### src/rtl/ps_pkg.sv
package ps_pkg;
  typedef enum logic [2:0] {
    MODE_OFF     = 3'd0,
    MODE_SLEEP   = 3'd1,
    MODE_LISTEN  = 3'd2,
    MODE_ACT_MAC = 3'd3,
    MODE_ACT_IP  = 3'd4
  } ps_mode_e;
endpackage

### src/rtl/ps_timer.sv
module ps_timer #(
  parameter int W = 16
) (
  input  logic         clk_i,
  input  logic         rst_ni,
  input  logic         load_i,
  input  logic [W-1:0] val_i,
  output logic         exp_o
);
  logic [W-1:0] cnt_q;

  always_ff @(posedge clk_i or negedge rst_ni) begin
    if (!rst_ni)            cnt_q <= '0;
    else if (load_i)        cnt_q <= val_i;
    else if (cnt_q != '0)   cnt_q <= cnt_q - 1'b1;
  end

  // expires in the cycle that completes the loaded count
  assign exp_o = (cnt_q <= W'(1));
endmodule

### src/rtl/ps_sat_cnt.sv
module ps_sat_cnt #(
  parameter int W = 8
) (
  input  logic         clk_i,
  input  logic         rst_ni,
  input  logic         inc_i,
  output logic [W-1:0] cnt_o
);
  localparam logic [W-1:0] MAX = '1;

  always_ff @(posedge clk_i or negedge rst_ni) begin
    if (!rst_ni)                    cnt_o <= '0;
    else if (inc_i && cnt_o != MAX) cnt_o <= cnt_o + 1'b1;
  end
endmodule

### src/rtl/ps_fsm.sv
module ps_fsm
  import ps_pkg::*;
#(
  parameter int W = 16
) (
  input  logic         clk_i,
  input  logic         rst_ni,
  input  logic         enable_i,
  input  logic         host_req_i,
  input  logic         bcn_rx_i,
  input  logic         bcn_pend_i,
  input  logic         mac_act_i,
  input  logic         ip_act_i,
  input  logic         exp_i,
  input  logic [W-1:0] sleep_len_i,
  input  logic [W-1:0] listen_to_i,
  input  logic [W-1:0] idle_lim_i,
  output ps_mode_e     mode_o,
  output logic         load_o,
  output logic [W-1:0] load_val_o,
  output logic         miss_o
);
  ps_mode_e nxt;
  logic     reload;

  always_comb begin
    nxt    = mode_o;
    reload = 1'b0;
    miss_o = 1'b0;
    unique case (mode_o)
      MODE_OFF:    nxt = MODE_SLEEP;
      MODE_SLEEP: begin
        if (host_req_i) nxt = MODE_ACT_IP;
        else if (exp_i) nxt = MODE_LISTEN;
      end
      MODE_LISTEN: begin
        if (host_req_i)    nxt = MODE_ACT_IP;
        else if (bcn_rx_i) nxt = bcn_pend_i ? MODE_ACT_IP : MODE_SLEEP;
        else if (exp_i) begin
          nxt    = MODE_SLEEP;
          miss_o = 1'b1;
        end
      end
      MODE_ACT_IP: begin
        if (host_req_i || ip_act_i) reload = 1'b1;
        else if (exp_i)             nxt = MODE_ACT_MAC;
      end
      MODE_ACT_MAC: begin
        if (host_req_i || ip_act_i) nxt = MODE_ACT_IP;
        else if (mac_act_i)         reload = 1'b1;
        else if (exp_i)             nxt = MODE_SLEEP;
      end
      default: nxt = MODE_OFF;
    endcase
    if (!enable_i) begin
      nxt    = MODE_OFF;
      reload = 1'b0;
      miss_o = 1'b0;
    end
  end

  assign load_o = reload || (nxt != mode_o);

  always_comb begin
    unique case (nxt)
      MODE_SLEEP:                load_val_o = sleep_len_i;
      MODE_LISTEN:               load_val_o = listen_to_i;
      MODE_ACT_MAC, MODE_ACT_IP: load_val_o = idle_lim_i;
      default:                   load_val_o = '0;
    endcase
  end

  always_ff @(posedge clk_i or negedge rst_ni) begin
    if (!rst_ni) mode_o <= MODE_OFF;
    else         mode_o <= nxt;
  end
endmodule

### src/rtl/beacon_ps_seq.sv
module beacon_ps_seq
  import ps_pkg::*;
#(
  parameter int TMR_W  = 16,
  parameter int MISS_W = 8
) (
  input  logic              clk_i,
  input  logic              rst_ni,
  input  logic              enable_i,
  input  logic [TMR_W-1:0]  bcn_intv_i,
  input  logic [TMR_W-1:0]  prewake_i,
  input  logic [TMR_W-1:0]  listen_to_i,
  input  logic [TMR_W-1:0]  idle_lim_i,
  input  logic              bcn_rx_i,
  input  logic              bcn_pend_i,
  input  logic              mac_act_i,
  input  logic              ip_act_i,
  input  logic              host_req_i,
  output logic [2:0]        mode_o,
  output logic              rx_en_o,
  output logic              mac_en_o,
  output logic              ip_en_o,
  output logic [MISS_W-1:0] miss_cnt_o
);
  ps_mode_e         mode;
  logic             exp, load, miss;
  logic [TMR_W-1:0] load_val, sleep_len;

  // margin at or above the interval gives the shortest sleep
  assign sleep_len = (prewake_i >= bcn_intv_i) ? '0 : bcn_intv_i - prewake_i;

  ps_fsm #(.W(TMR_W)) u_fsm (
    .clk_i, .rst_ni, .enable_i, .host_req_i, .bcn_rx_i, .bcn_pend_i,
    .mac_act_i, .ip_act_i,
    .exp_i       (exp),
    .sleep_len_i (sleep_len),
    .listen_to_i,
    .idle_lim_i,
    .mode_o      (mode),
    .load_o      (load),
    .load_val_o  (load_val),
    .miss_o      (miss)
  );

  ps_timer #(.W(TMR_W)) u_tmr (
    .clk_i, .rst_ni,
    .load_i (load),
    .val_i  (load_val),
    .exp_o  (exp)
  );

  ps_sat_cnt #(.W(MISS_W)) u_miss (
    .clk_i, .rst_ni,
    .inc_i (miss),
    .cnt_o (miss_cnt_o)
  );

  assign mode_o   = mode;
  assign rx_en_o  = (mode == MODE_LISTEN) || (mode == MODE_ACT_MAC) || (mode == MODE_ACT_IP);
  assign mac_en_o = (mode == MODE_ACT_MAC) || (mode == MODE_ACT_IP);
  assign ip_en_o  = (mode == MODE_ACT_IP);
endmodule

### config.mk
export PLATFORM = sky130hd
export DESIGN_NAME = beacon_ps_seq
export DESIGN_NICKNAME = d
export VERILOG_FILES = /design/src/rtl/ps_pkg.sv /design/src/rtl/ps_timer.sv /design/src/rtl/ps_sat_cnt.sv /design/src/rtl/ps_fsm.sv /design/src/rtl/beacon_ps_seq.sv
export SDC_FILE = /design/constraint.sdc
export NUM_CORES = 1
export LEC_CHECK = 0
export BUFFER_PORTS_ARGS = -buffer_cell sky130_fd_sc_hd__buf_4
export CAP_MARGIN = 20
export CORE_ASPECT_RATIO = 0.7
export CORE_MARGIN = 10
export CORE_UTILIZATION = 55
export DETAILED_ROUTE_END_ITERATION = 10
export GPL_TIMING_DRIVEN = 0
export PLACE_DENSITY = 0.81
export SLEW_MARGIN = 20
export SYNTH_ARGS = -nofsm -noshare
export SYNTH_HDL_FRONTEND = slang
export SYNTH_HIERARCHICAL = 1
export SYNTH_SLANG_ARGS = --single-unit
### constraint.sdc
create_clock -name clk_i -period 3.8 [get_ports clk_i]
set_input_delay 0.57 -clock clk_i [delete_from_list [all_inputs] [get_ports clk_i]]
set_output_delay 0.57 -clock clk_i [all_outputs]
set_load 0.01 [all_outputs]
### Word-level counts from Yosys, hierarchy flattened

Cells that the tools add are included.

* word-level logic and storage cells: 54
* register bits: 27
* ROM bits: 0
* input bits: 72
* output and inout port bits: 14
* bits in writable memories: 0
* memories kept: 0
* latch bits: 0

* bitwise logic cells: 0
* mux-type cells: 26
* shifts and indexed selects: 0
* multiply operators: 0
* add/subtract/negate cells: 3
* divide/modulo/power cells: 0
* reductions and logical operators: 10
* order comparisons: 2
* equality and inequality tests: 10

Operators by type and width (count)
* $mux W16: 3
* $pmux W16 S3: 1
* $mux W3: 11
* $ge A16 B16 Y1: 1
* $le A16 B1 Y1 const B: 1
* $reduce_bool A16 Y1: 1
* $sub A16 B1 Y16 const B: 1
* $sub A16 B16 Y16: 1
* $pmux W3 S5: 1
* $eq A3 B2 Y1 const B: 4
* $mux W1: 9
* $add A8 B1 Y8 const B: 1
* $ne A8 B8 Y1 const B: 1
* $eq A3 B1 Y1 const B: 2
* $eq A3 B3 Y1 const B: 2
* $logic_or A1 B1 Y1: 5
* $logic_not A3 Y1: 1
* $ne A3 B3 Y1: 1
* $pmux W1 S2: 1
* $reduce_bool A2 Y1: 1
* $reduce_or A2 Y1: 1
* $logic_and A1 B1 Y1: 1

### Longest topological paths before layout

Gate-level depths: netlist of run 1.

* depth in word-level cells: 10
* gate-level depth with buffers: 17
* gate-level depth less buffers: 13

### Cells and area by module

Netlist of run 1, hierarchy kept.

By module, submodules not included
* ps_timer: times used 1, area each 1022.2 µm², sequential area each 400.4 µm², cells each 112
* beacon_ps_seq: times used 1, area each 1002.2 µm², sequential area each 0.0 µm², cells each 148
* ps_fsm: times used 1, area each 968.4 µm², sequential area each 75.1 µm², cells each 105
* ps_sat_cnt: times used 1, area each 407.9 µm², sequential area each 200.2 µm², cells each 34

### Worst setup path before layout of run 1

OpenSTA, ideal clock, no wires.

* path kind: flip-flop to flip-flop
* start: register u_tmr.cnt_q[6]
* end: register u_tmr.cnt_q[11]
* setup slack: 0.612 ns
* buffers on the path: 5
* library setup time: 0.138 ns
* stages on the path, launching flop included: 17
* data arrival time: 3.050 ns
* period minus slack after synthesis: 3.188 ns
* data required time: 3.662 ns
* cells stage by stage: dfrtp_1 -> nor4_1 -> nand4_1 -> nor2_1 -> buf_6 -> and3b_1 -> o21ai_2 -> nand3_1 -> buf_6 -> buf_12 -> a2bb2oi_1 -> o211ai_1 -> clkbuf_1 -> inv_1 -> clkbuf_1 -> mux2i_1 -> nor2_1

* elaborated cells between the ends (all ways): 25
* those cells by class: 1 x add/sub; 1 x order compare; 5 x eq/ne; 14 x mux; 4 x reduce/logical

RTL lines
* start, declared: RTL line ps_timer.sv:10 `logic [W-1:0] cnt_q;`
* start signal, assigned: RTL line ps_timer.sv:14 `else if (load_i) cnt_q <= val_i;`
* start signal, assigned: RTL line ps_timer.sv:15 `else if (cnt_q != '0) cnt_q <= cnt_q - 1'b1;`
* $le A16 B1 Y1 (*): RTL line ps_timer.sv:19 `assign exp_o = (cnt_q <= W'(1));`
* net exp: RTL line beacon_ps_seq.sv:26 `logic exp, load, miss;`
* $mux W3: RTL line ps_fsm.sv:39, ps_fsm.sv:51
* $mux W3 (on tied branches): RTL line ps_fsm.sv:50, ps_fsm.sv:38
* $mux W3 (on tied branches): RTL line ps_fsm.sv:49, ps_fsm.sv:37
* $pmux W3 S5 (*): RTL line ps_fsm.sv:30 `unique case (mode_o)`
* $mux W3 (*): RTL line ps_fsm.sv:55 `if (!enable_i) begin`
* $ne A3 B3 Y1 (*): RTL line ps_fsm.sv:62 `assign load_o = reload || (nxt != mode_o);`
* $logic_or A1 B1 Y1 (*): RTL line ps_fsm.sv:62
* net load: RTL line beacon_ps_seq.sv:26
* $mux W16 or $reduce_bool A2 Y1 (tied branches)

Mark *: on every way through the listed nets, which the timed path passes. The rest lies on a longest branch. The select of a mux whose other input is x is not followed.
A chain may end at the register's enable or synchronous reset.

### Worst setup path after layout of run 1

* start: register u_tmr.cnt_q[14]
* end: register u_tmr.cnt_q[15]

The elaborated chain is that of the path after synthesis.

==> results of run 1 <==
## logic make-up (layout without fill, tap and decap cells)
family | count (synthesis) | count (layout) | share of synthesized area [%]
AO/OA/AOI/OAI | 127 | 127 | 28.1
XOR/XNOR | 20 | 20 | 5.15
adder cells (fa/ha/maj) | 20 | 20 | 7.58
buffers and inverters | 42 | 131 | 7.76
flip-flops | 27 | 27 | 19.9
multiplexers | 24 | 24 | 7.47
AND/OR/NAND/NOR | 139 | 139 | 24.1
## timing repair
action | CTS | global route
setup buffers | 0 | 1
pin swaps | 0 | 1
setup endpoints to repair | 8 | 16
hold buffers | 0 | 0
resized for setup | 1 | 9
## how the worst min path moves through the flow
| stage | startpoint | endpoint | depth (start not counted) | slack (ns) |
|---|---|---|---|---|
| final | rst_ni | u_miss/cnt_o[4] | 1 | 0.19 |
| after global routing | rst_ni | u_miss/cnt_o[4] | 1 | 0.20 |
| after CTS | rst_ni | u_miss/cnt_o[4] | 1 | 0.19 |
| after detailed placement | rst_ni | u_miss/cnt_o[4] | 1 | 0.50 |
| after global placement | rst_ni | u_miss/cnt_o[4] | 1 | 0.50 |
| after floorplan | rst_ni | u_fsm/mode_o[0] | 0 | 0.27 |
## stage by stage
| step | utilization (%) | setup slack [ns] | cells | setup TNS, ns |
|---|---|---|---|---|
| 2_1_floorplan | - | 0.612 | 399 | 0 |
| 6_report | 71.7 | 0.235 | 563 | 0 |
| 3_3_place_gp | 70.4 | -0.0685 | 559 | -0.319 |
| 4_1_cts | 71.1 | 0.0830 | 562 | 0 |
| 3_5_place_dp | 70.4 | -0.0985 | 559 | -0.567 |
| 5_1_grt | 71.7 | 0.0199 | 563 | 0 |
## sequential cells by signal (all words and copies together) (netlist names)
signal,count
u_fsm/mode_o,3
u_tmr/cnt_q,16
u_miss/cnt_o,8
## metal layers
layer	global-route usage (%)	vias up	routed length, um
met2	30.6	126	4460
met4	1.82	0	19
li1	-	1672	-
met5	0	-	0
met1	28.9	1654	4820
met3	4.45	2	815
## synthesized netlist by cell type, drive strengths merged (4+ instances only)
| master | instances | share of area (%) |
|---|---|---|
| a211oi | 4 | 1.0 |
| a21o | 8 | 1.8 |
| a21oi | 39 | 6.2 |
| a221oi | 16 | 4.9 |
| a31oi | 4 | 1.2 |
| buf | 16 | 4.9 |
| dfrtp | 27 | 20 |
| ha | 19 | 7.0 |
| inv | 23 | 2.5 |
| mux2 | 5 | 1.9 |
| mux2i | 19 | 5.6 |
| nand2 | 26 | 2.9 |
| nand3 | 7 | 1.2 |
| nand4 | 7 | 1.3 |
| nor2 | 45 | 5.8 |
| nor2b | 4 | 0.74 |
| nor3 | 13 | 2.7 |
| nor3b | 5 | 1.1 |
| nor4 | 6 | 1.5 |
| o211ai | 8 | 3.0 |
| o21a | 4 | 0.88 |
| o21ai | 24 | 4.1 |
| or4 | 4 | 0.99 |
| xnor2 | 12 | 3.1 |
| xor2 | 8 | 2.1 |
## power by group through the flow
stage | clock, mW | sequential [mW] | combinational (mW)
2_1_floorplan | 0 | 0.467 | 0.821
3_3_place_gp | 0 | 0.487 | 1.07
3_5_place_dp | 0 | 0.491 | 1.10
4_1_cts | 0.172 | 0.486 | 1.09
5_1_grt | 0.187 | 0.516 | 1.26
6_report | 0.167 | 0.502 | 1.13
## critical path, delay by kind of cell, from the launching register on
family,cells,cell delay (ns)
DFF,1,0.46
AOI/OAI and AO/OA,4,0.71
buffers and inverters,7,1.34
and+or+nand+nor,4,0.97
## area by class of cell
class,instances,area [sq um],area share [%]
tap,75,93.8,2.23
sequential,27,676,16.0
multi-input combinational,330,2480,58.9
clock buffer,3,41.3,0.981
clock inverter,1,5.00,0.119
inverter,23,90.1,2.14
timing repair buffer,86,646,15.3
buffer,18,179,4.25
==> out/results.ini, run 1 <==
[global_route]
grtUsageTotal_pct = 20.0
overflow = 0
grt_pass1_wl_um = 16500
grt_pass1_vias = 3391
antenna_found_initial = 0
grt_max_degree = 28

[yosys]
syn_nets = 491
ys_seq_area_share_pct = 19.9
ys_ff_latch = 27
synth_edf_count = 0
syn_inst = 399
synth_warnings = 6
avgSynthCellArea_sq_um = 8.52
synth_cell_types = 77
async_flop_share_pct = 100
syn_area_sq_um = 3400
synth_ff_type = dfrtp_1

[clock_network]
numCtsBuffers = 3
cts_root_buffer = clkbuf_8
cts_tree = done
cts_max_level = 1
clock_path_buffers = 2
cts_sinks = 27
clk_pin_slew_ns = 0.10
clk_latency_ns = 0.28

[power_and_ir_drop]
ir_drop_mv = 0.348
power.density_nw_per_um2 = 428
p_int_uw = 970
p_leak_nw = 1.85
p_switching_uw = 831
p_clk_share_pct = 9.3
p_comb_share_pct = 62.9
swShare_pct = 46.2
p_total_mw = 1.80
p_seq_share_pct = 27.9

[run_status]
status = complete, no violations

[worst_setup_path]
crit_path_start = u_tmr/cnt_q[14]
crit_chain = nor4_2, nand4_1, nor2_1, buf_6, inv_1, o211ai_4, nand3_1, buf_6, buf_12, a2bb2oi_1, o211ai_1, buf_4, clkinvlp_4, buf_4, a211oi_2
critical_path_arrival_ns = 3.76
crit_path_end = u_tmr/cnt_q[15]
rrSetupSlack_ns = 0.23
critPathCaptureType = flop
r2r_start = u_tmr/cnt_q[14]
critPathMaxFanout = 11
cp_slowest_cell = dfrtp_1
worstPathRequired_ns = 4.00
path_class = flop to flop
start_kind = flop
ff2ff_path_depth = 15
max_stage_delay_ns = 0.46
worstReg2RegEnd = u_tmr/cnt_q[15]

[run]
max_cap_viol_count = 0

[timing]
hold_viol = 0
worstMarginPinSlew_ns = 0.918
timing.final.crit_share_pct = 93.8
hold-worst-slack_ns = 0.187
fmax_mhz = 280
fin_crit_ns = 3.57
relSlewSlack_pct = 37.9
maxSlewViolCount = 0
finalSetupViolations = 0
rsz0062_at_grt = false
fin_worst_skew_ns = 0.00718

[floorplanning]
die_width_um = 114
core_area_sq_um = 5870
fp.dieH_um = 85.8
rows = 23
initial_core_util_pct = 57.9
io_pins = 86
die_area_sq_um = 9780

[place]
portBuffers = 85
post_dp_cell_area_sq_um = 4130
hpwl_um = 8380
place.gp.congestion = 0.963

[finish]
area_delta_synth_final_pct = 23.8
diodes = 0
final_cell_mix = buf_4, nor2_1, a21oi_1
drive_gt1_share_pct = 32.4
fill_cells = 492
fin_area_sq_um = 4210
nets = 581
layout_commonest_cell = buf_4

[drt]
post-route-drc-count = 0
wl_per_cell_um = 18.0
via_per_inst = 6.13
first_pass_iters = 4
antenna_left = 0
vias = 3454
drt_iter0_markers = 242
routed_wl_um = 10100

[min_path]
hp-class = input port to asynchronous set/reset pin

No activity file was read; power rests on OpenSTA's default activity.
==> run 2: changes to the inputs <==
--- a/config.mk
+++ b/config.mk
@@ -9,10 +9,11 @@
 export CAP_MARGIN = 20
 export CORE_ASPECT_RATIO = 0.7
 export CORE_MARGIN = 10
-export CORE_UTILIZATION = 55
+export CORE_UTILIZATION = 56
+export CTS_BUF_LIST = sky130_fd_sc_hd__clkbuf_8
 export DETAILED_ROUTE_END_ITERATION = 10
 export GPL_TIMING_DRIVEN = 0
-export PLACE_DENSITY = 0.81
+export PLACE_DENSITY = 0.83
 export SLEW_MARGIN = 20
 export SYNTH_ARGS = -nofsm -noshare
 export SYNTH_HDL_FRONTEND = slang
==> run 2 against run 1 <==
Cell area shrank 0.18%. Via count shrank 0.93%. Setup slack lost 0.034 ns. Die area shrank 1.4%. Fmax shrank 0.94%. Flip-flop and latch count is the same. Largest cell class unchanged. Total power shrank 1.1%. Combinational power is essentially flat. Hold slack lost 0.0017 ns.
==> out/results.ini, run 2 (synthesis gave the netlist of run 1 again) <==
[run_status]
status = complete, no violations

[power_and_ir_drop]
p_clk_share_pct = 9.4
p_int_uw = 959
p_switching_uw = 823
ir_drop_mv = 0.298
p_leak_nw = 1.84
p_seq_share_pct = 28.2
swShare_pct = 46.2
power.density_nw_per_um2 = 424
p_comb_share_pct = 62.4

[drt]
first_pass_iters = 5
antenna_left = 0
routed_wl_um = 9800
drt_iter0_markers = 214
via_per_inst = 6.08
wl_per_cell_um = 17.4
post-route-drc-count = 0
vias = 3422

[finish]
reg_top3 = u_tmr/cnt_q (16), u_miss/cnt_o (8), u_fsm/mode_o (3)
area_delta_synth_final_pct = 23.6
diodes = 0
largest_register = u_tmr/cnt_q
nets = 581
layout_commonest_cell = buf_4
largest_register_ffs = 16
instances_no_fill = 563
fill_cells = 468
fin_area_sq_um = 4200
drive_gt1_share_pct = 32.0
final_cell_mix = buf_4, nor2_1, a21oi_1

[floorplanning]
die_area_sq_um = 9640
fp.dieH_um = 85.2
io_pins = 86
core_area_sq_um = 5810
initial_core_util_pct = 58.5
rows = 23
die_width_um = 113

[timing]
timing.final.crit_share_pct = 94.7
fin_worst_skew_ns = 0.00365
fin_crit_ns = 3.60
fmax_mhz = 278
maxSlewViolCount = 0
hold_viol = 0
tns_ns = 0
rsz0062_at_grt = false
relSlewSlack_pct = 39.7
hold-worst-slack_ns = 0.185
finalSetupViolations = 0
worstMarginPinSlew_ns = 0.892

[global_route]
use_met2_pct = 29.1
overflow = 0
met1_usage_pct = 27.9
grt_pass1_wl_um = 15900
antenna_found_initial = 0
busiest_layer = met2
grtUsageTotal_pct = 19.3
grt_pass1_vias = 3304
grtUsageMet3_pct = 4.99
grt_max_degree = 28

[worst_setup_path]
rrSetupSlack_ns = 0.20
crit_path_start = u_tmr/cnt_q[6]
crit_path_end = u_tmr/cnt_q[11]
r2r_start = u_tmr/cnt_q[6]
critPathMaxFanout = 10
ff2ff_path_depth = 16
worstReg2RegEnd = u_tmr/cnt_q[11]
worstPathRequired_ns = 3.95
critPathCaptureType = flop
critical_path_arrival_ns = 3.75
start_kind = flop
path_class = flop to flop

[clock_network]
cts_root_buffer = clkbuf_8
hold_buffers = 0
cts_sinks = 27
clk_pin_slew_ns = 0.09
numCtsBuffers = 3
cts_tree = done
cts_max_level = 1
post_cts_buffers = 0
clock_path_buffers = 2
clk_latency_ns = 0.28

[place]
post_dp_cell_area_sq_um = 4130
place.gp.congestion = 0.942
portBuffers = 85
hpwl_um = 8170
dp.cells = 559

[min_path]
hp-class = input port to asynchronous set/reset pin

[run]
max_cap_viol_count = 0

run 2: cell count changes in the layout (fill, tap and decap cells not counted):
cell / delta
buf_4: -2
clkbuf_1: +1
clkbuf_2: +1
clkinv_2: -1
inv_1: +1
run 2: layout make-up:
cell class	count	area (sq um)	area share, %
Clock inverter	1	7.51	0.179
Timing Repair Buffer	85	638	15.2
Sequential cell	27	676	16.1
Buffer	19	180	4.29
Clock buffer	3	41.3	0.982
Inverter	23	86.3	2.05
Tap cell	75	93.8	2.23
Multi-Input combinational cell	330	2480	59.0
run 2: timing repair:
item | 4_1_cts | 5_1_grt
resized for setup | 2 | 3
cloned | 0 | 0
setup endpoints to repair | 8 | 15
pin swaps | 0 | 0
hold endpoints to repair | 0 | 0
run 2: power groups by stage:
stage	Sequential (mW)	Combinational [mW]	Clock, mW
after floorplan	0.467	0.821	0
after global placement	0.487	1.06	0
after detailed placement	0.489	1.09	0
after CTS	0.486	1.10	0.172
after global routing	0.516	1.23	0.191
final	0.503	1.11	0.167
run 2: critical path, stage by stage, from the launching register on:
cell and delay (ns):
dfrtp_1 0.42, nor4_2 0.40, nand4_1 0.26, nor2_1 0.25, buf_6 0.17, inv_1 0.09, o211ai_4 0.23, nand3_1 0.13
buf_6 0.17, buf_12 0.15, a2bb2oi_1 0.13, o211ai_1 0.19, clkbuf_2 0.30, inv_1 0.09, clkbuf_2 0.23, mux2i_1 0.20
nor2_1 0.06
run 2: layer usage:
metal | vias to the layer above | part of all wire, % | wire length [um]
li1 | 1671 | - | -
met1 | 1608 | 49 | 4770
met2 | 138 | 42 | 4150
met3 | 5 | 8.8 | 861
met4 | 0 | 0.28 | 27
met5 | - | 0 | 0
run 2: worst min path at each step:
stage	cells past startpoint	endpoint	from	slack, ns
floorplan	0	u_fsm/mode_o[0]	rst_ni	0.27
global placement	1	u_miss/cnt_o[4]	rst_ni	0.50
detailed placement	1	u_miss/cnt_o[5]	rst_ni	0.50
CTS	1	u_miss/cnt_o[5]	rst_ni	0.19
global route	1	u_miss/cnt_o[5]	rst_ni	0.19
finish	1	u_miss/cnt_o[5]	rst_ni	0.18
run 2: per-stage QoR:
stage	total power [mW]	setup WS (ns)	util, %
after floorplan	1.29	0.612	-
after global placement	1.55	-0.0456	71.1
after detailed placement	1.58	-0.0979	71.1
after CTS	1.75	0.124	72.0
after global routing	1.93	0.000288	72.3
final	1.78	0.201	72.3
==> run 3: changes to the inputs <==
--- a/config.mk
+++ b/config.mk
@@ -9,13 +9,12 @@
 export CAP_MARGIN = 20
 export CORE_ASPECT_RATIO = 0.7
 export CORE_MARGIN = 10
-export CORE_UTILIZATION = 56
+export CORE_UTILIZATION = 54
 export CTS_BUF_LIST = sky130_fd_sc_hd__clkbuf_8
 export DETAILED_ROUTE_END_ITERATION = 10
 export GPL_TIMING_DRIVEN = 0
-export PLACE_DENSITY = 0.83
+export PLACE_DENSITY = 0.82
 export SLEW_MARGIN = 20
 export SYNTH_ARGS = -nofsm -noshare
 export SYNTH_HDL_FRONTEND = slang
-export SYNTH_HIERARCHICAL = 1
 export SYNTH_SLANG_ARGS = --single-unit
==> run 3 against run 2 <==
Fmax increased by 14%. Largest power group unchanged. Register-to-register slack better by 0.47 ns. Critical path type is now input port to flop. Critical endpoint is now u_tmr.cnt_q[11]. Count of clock-buffer cells in the layout did not move.
==> out/results.ini, run 3 <==
[power_and_ir_drop]
p_comb_share_pct = 65.8
p_int_uw = 952
p_seq_share_pct = 25.4
p_leak_nw = 1.67
power.density_nw_per_um2 = 498
ir_drop_mv = 0.246
swShare_pct = 46.4
p_clk_share_pct = 8.8
p_switching_uw = 824

[clock_network]
cts_max_level = 1
clk_pin_slew_ns = 0.09
post_cts_buffers = 0
cts_tree = done
clk_latency_ns = 0.27
hold_buffers = 0
cts_sinks = 27
cts_root_buffer = clkbuf_8
numCtsBuffers = 3
post_cts_resized = 0
clock_path_buffers = 2

[timing]
relSlewSlack_pct = 40.2
rsz0062_at_grt = false
fin_worst_skew_ns = 0.00336
hold_viol = 0
finalSetupViolations = 0
timing.final.crit_share_pct = 83.1
worstMarginPinSlew_ns = 0.890
fin_crit_ns = 3.16
tns_ns = 0
fmax_mhz = 317
fin_ws_ns = 0.641
maxSlewViolCount = 0

[finish]
fill_cells = 399
reg_top3 = u_tmr.cnt_q (16), u_miss.cnt_o (8), u_fsm.mode_o (3)
layout_commonest_cell = buf_4
area_delta_synth_final_pct = 27.5
layout.area.seq_sq_um = 676
largest_register = u_tmr.cnt_q
multi_input_area_sq_um = 1970
diodes = 0
largest_register_ffs = 16
nets = 523
final_util_pct = 73.0
drive_gt1_share_pct = 27.2
final_cell_mix = buf_4, nor2_1, inv_1, dfrtp_1, nand2_1

[yosys]
ys_seq_area_share_pct = 24.2
synthSimpleGateAreaFrac_pct = 24.1
avgSynthCellArea_sq_um = 8.20
synth-compound-area-share_pct = 25.4
async_flop_share_pct = 100
synth_warnings = 0
muxShareOfSynthArea_pct = 1.83
synth_cell_types = 64
yosysMostFrequentCell = nor2_1
synth_common_cells = nor2_1, dfrtp_1, inv_1, nand2_1, xnor2_1
synth_area_leaders = dfrtp_1, ha_1, xnor2_1, nor2_1, a222oi_1
ys_ff_latch = 27
yosys.area.top_type = dfrtp_1
syn_nets = 433
syn_area_sq_um = 2800
synth_ff_type = dfrtp_1
synthAdderAreaFrac_pct = 9.21
syn_inst = 341
synth_top_family_by_area = compound AO/OA/AOI/OAI gates
synth-xor-area-share_pct = 10.0
synth_top_area_share_pct = 24.2
synth_edf_count = 0

[floorplanning]
rows = 21
initial_core_util_pct = 57.2
die_width_um = 106
core_area_sq_um = 4890
io_pins = 86
die_area_sq_um = 8510
fp.dieH_um = 80.2

[min_path]
hp-class = input port to asynchronous set/reset pin

[worst_setup_path]
ff2ff_path_depth = 8
crit_path_start = bcn_intv_i[0]
critPathCaptureType = flop
start_kind = input port
path_class = input port to flop
rrSetupSlack_ns = 0.67
critical_path_arrival_ns = 3.30
worstPathRequired_ns = 3.94
worstReg2RegEnd = u_tmr.cnt_q[4]
crit_path_end = u_tmr.cnt_q[11]
critPathMaxFanout = 10
r2r_start = u_tmr.cnt_q[8]

[global_route]
grt_pass1_vias = 2964
antenna_found_initial = 0
grt_max_degree = 28
overflow = 0
grtUsageTotal_pct = 18.6
grt_pass1_wl_um = 13500

[drt]
via_per_inst = 5.97
vias = 2981
routed_wl_um = 8260
antenna_left = 0
first_pass_iters = 5
post-route-drc-count = 0
wl_per_cell_um = 16.6
drt_iter0_markers = 222

[place]
portBuffers = 85
hpwl_um = 6900
place.gp.congestion = 0.965
post-place-ws_ns = 0.407

[run]
max_cap_viol_count = 0

[run_status]
status = complete, no violations

-- run 3: layout make-up --
| class | instances | area share, % |
|---|---|---|
| clock buffers | 3 | 1.16 |
| flip-flops and latches | 27 | 18.9 |
| inverters | 26 | 2.74 |
| well taps | 69 | 2.42 |
| multi-input cells | 279 | 55.3 |
| repair buffers | 85 | 17.9 |
| plain buffers | 9 | 1.40 |
| clock inverters | 1 | 0.105 |
-- run 3: through the flow --
stage	hold slack (ns)	cell area, sq um	instances	power (mW)
global placement	0.482	3520	495	1.58
global route	0.211	3570	499	1.92
floorplan	0.274	2800	341	1.30
detailed placement	0.482	3520	495	1.60
finish	0.196	3570	499	1.78
CTS	0.206	3570	499	1.76
-- run 3: kinds of logic after synthesis --
logic type | after synthesis
flip-flops | 27
adder cells (fa/ha/maj) | 20
XOR/XNOR | 32
AND/OR/NAND/NOR | 125
multiplexers | 5
buffers and inverters | 35
AO/OA/AOI/OAI | 97
-- run 3: routing by layer --
layer  global-route usage, %  routed length [um]
met3                    5.34                 677
met4                    2.02                  44
met2                    32.0                3830
met5                       0                   0
met1                    23.5                3710
-- run 3: how the worst min path moves through the flow --
stage	from	depth (start not counted)	slack, ns	endpoint
after floorplan	rst_ni	0	0.27	u_fsm.mode_o[0]
after global placement	u_miss.cnt_o[5]	1	0.48	u_miss.cnt_o[5]
after detailed placement	u_miss.cnt_o[5]	1	0.48	u_miss.cnt_o[5]
after CTS	rst_ni	1	0.21	u_tmr.cnt_q[1]
after global routing	rst_ni	1	0.21	u_tmr.cnt_q[3]
final	rst_ni	1	0.20	u_fsm.mode_o[0]
-- run 3: power groups by stage --
stage / logic (mW) / clock network (mW) / registers [mW]
4_1_cts: 1.15 / 0.158 / 0.450
6_report: 1.17 / 0.157 / 0.451
3_5_place_dp: 1.14 / 0 / 0.456
5_1_grt: 1.28 / 0.172 / 0.463
3_3_place_gp: 1.13 / 0 / 0.451
2_1_floorplan: 0.858 / 0 / 0.444
-- run 3: critical path, cell delays in order --
cell and delay, ns:
buf_4 0.11, inv_1 0.05, ha_1 0.17, inv_1 0.06, fa_1 0.42, a211oi_1 0.28, o21ai_0 0.21, a21oi_1 0.24
o211ai_1 0.14, nand4_1 0.11, and4bb_4 0.26, buf_6 0.14, a222oi_1 0.38, o22ai_1 0.15
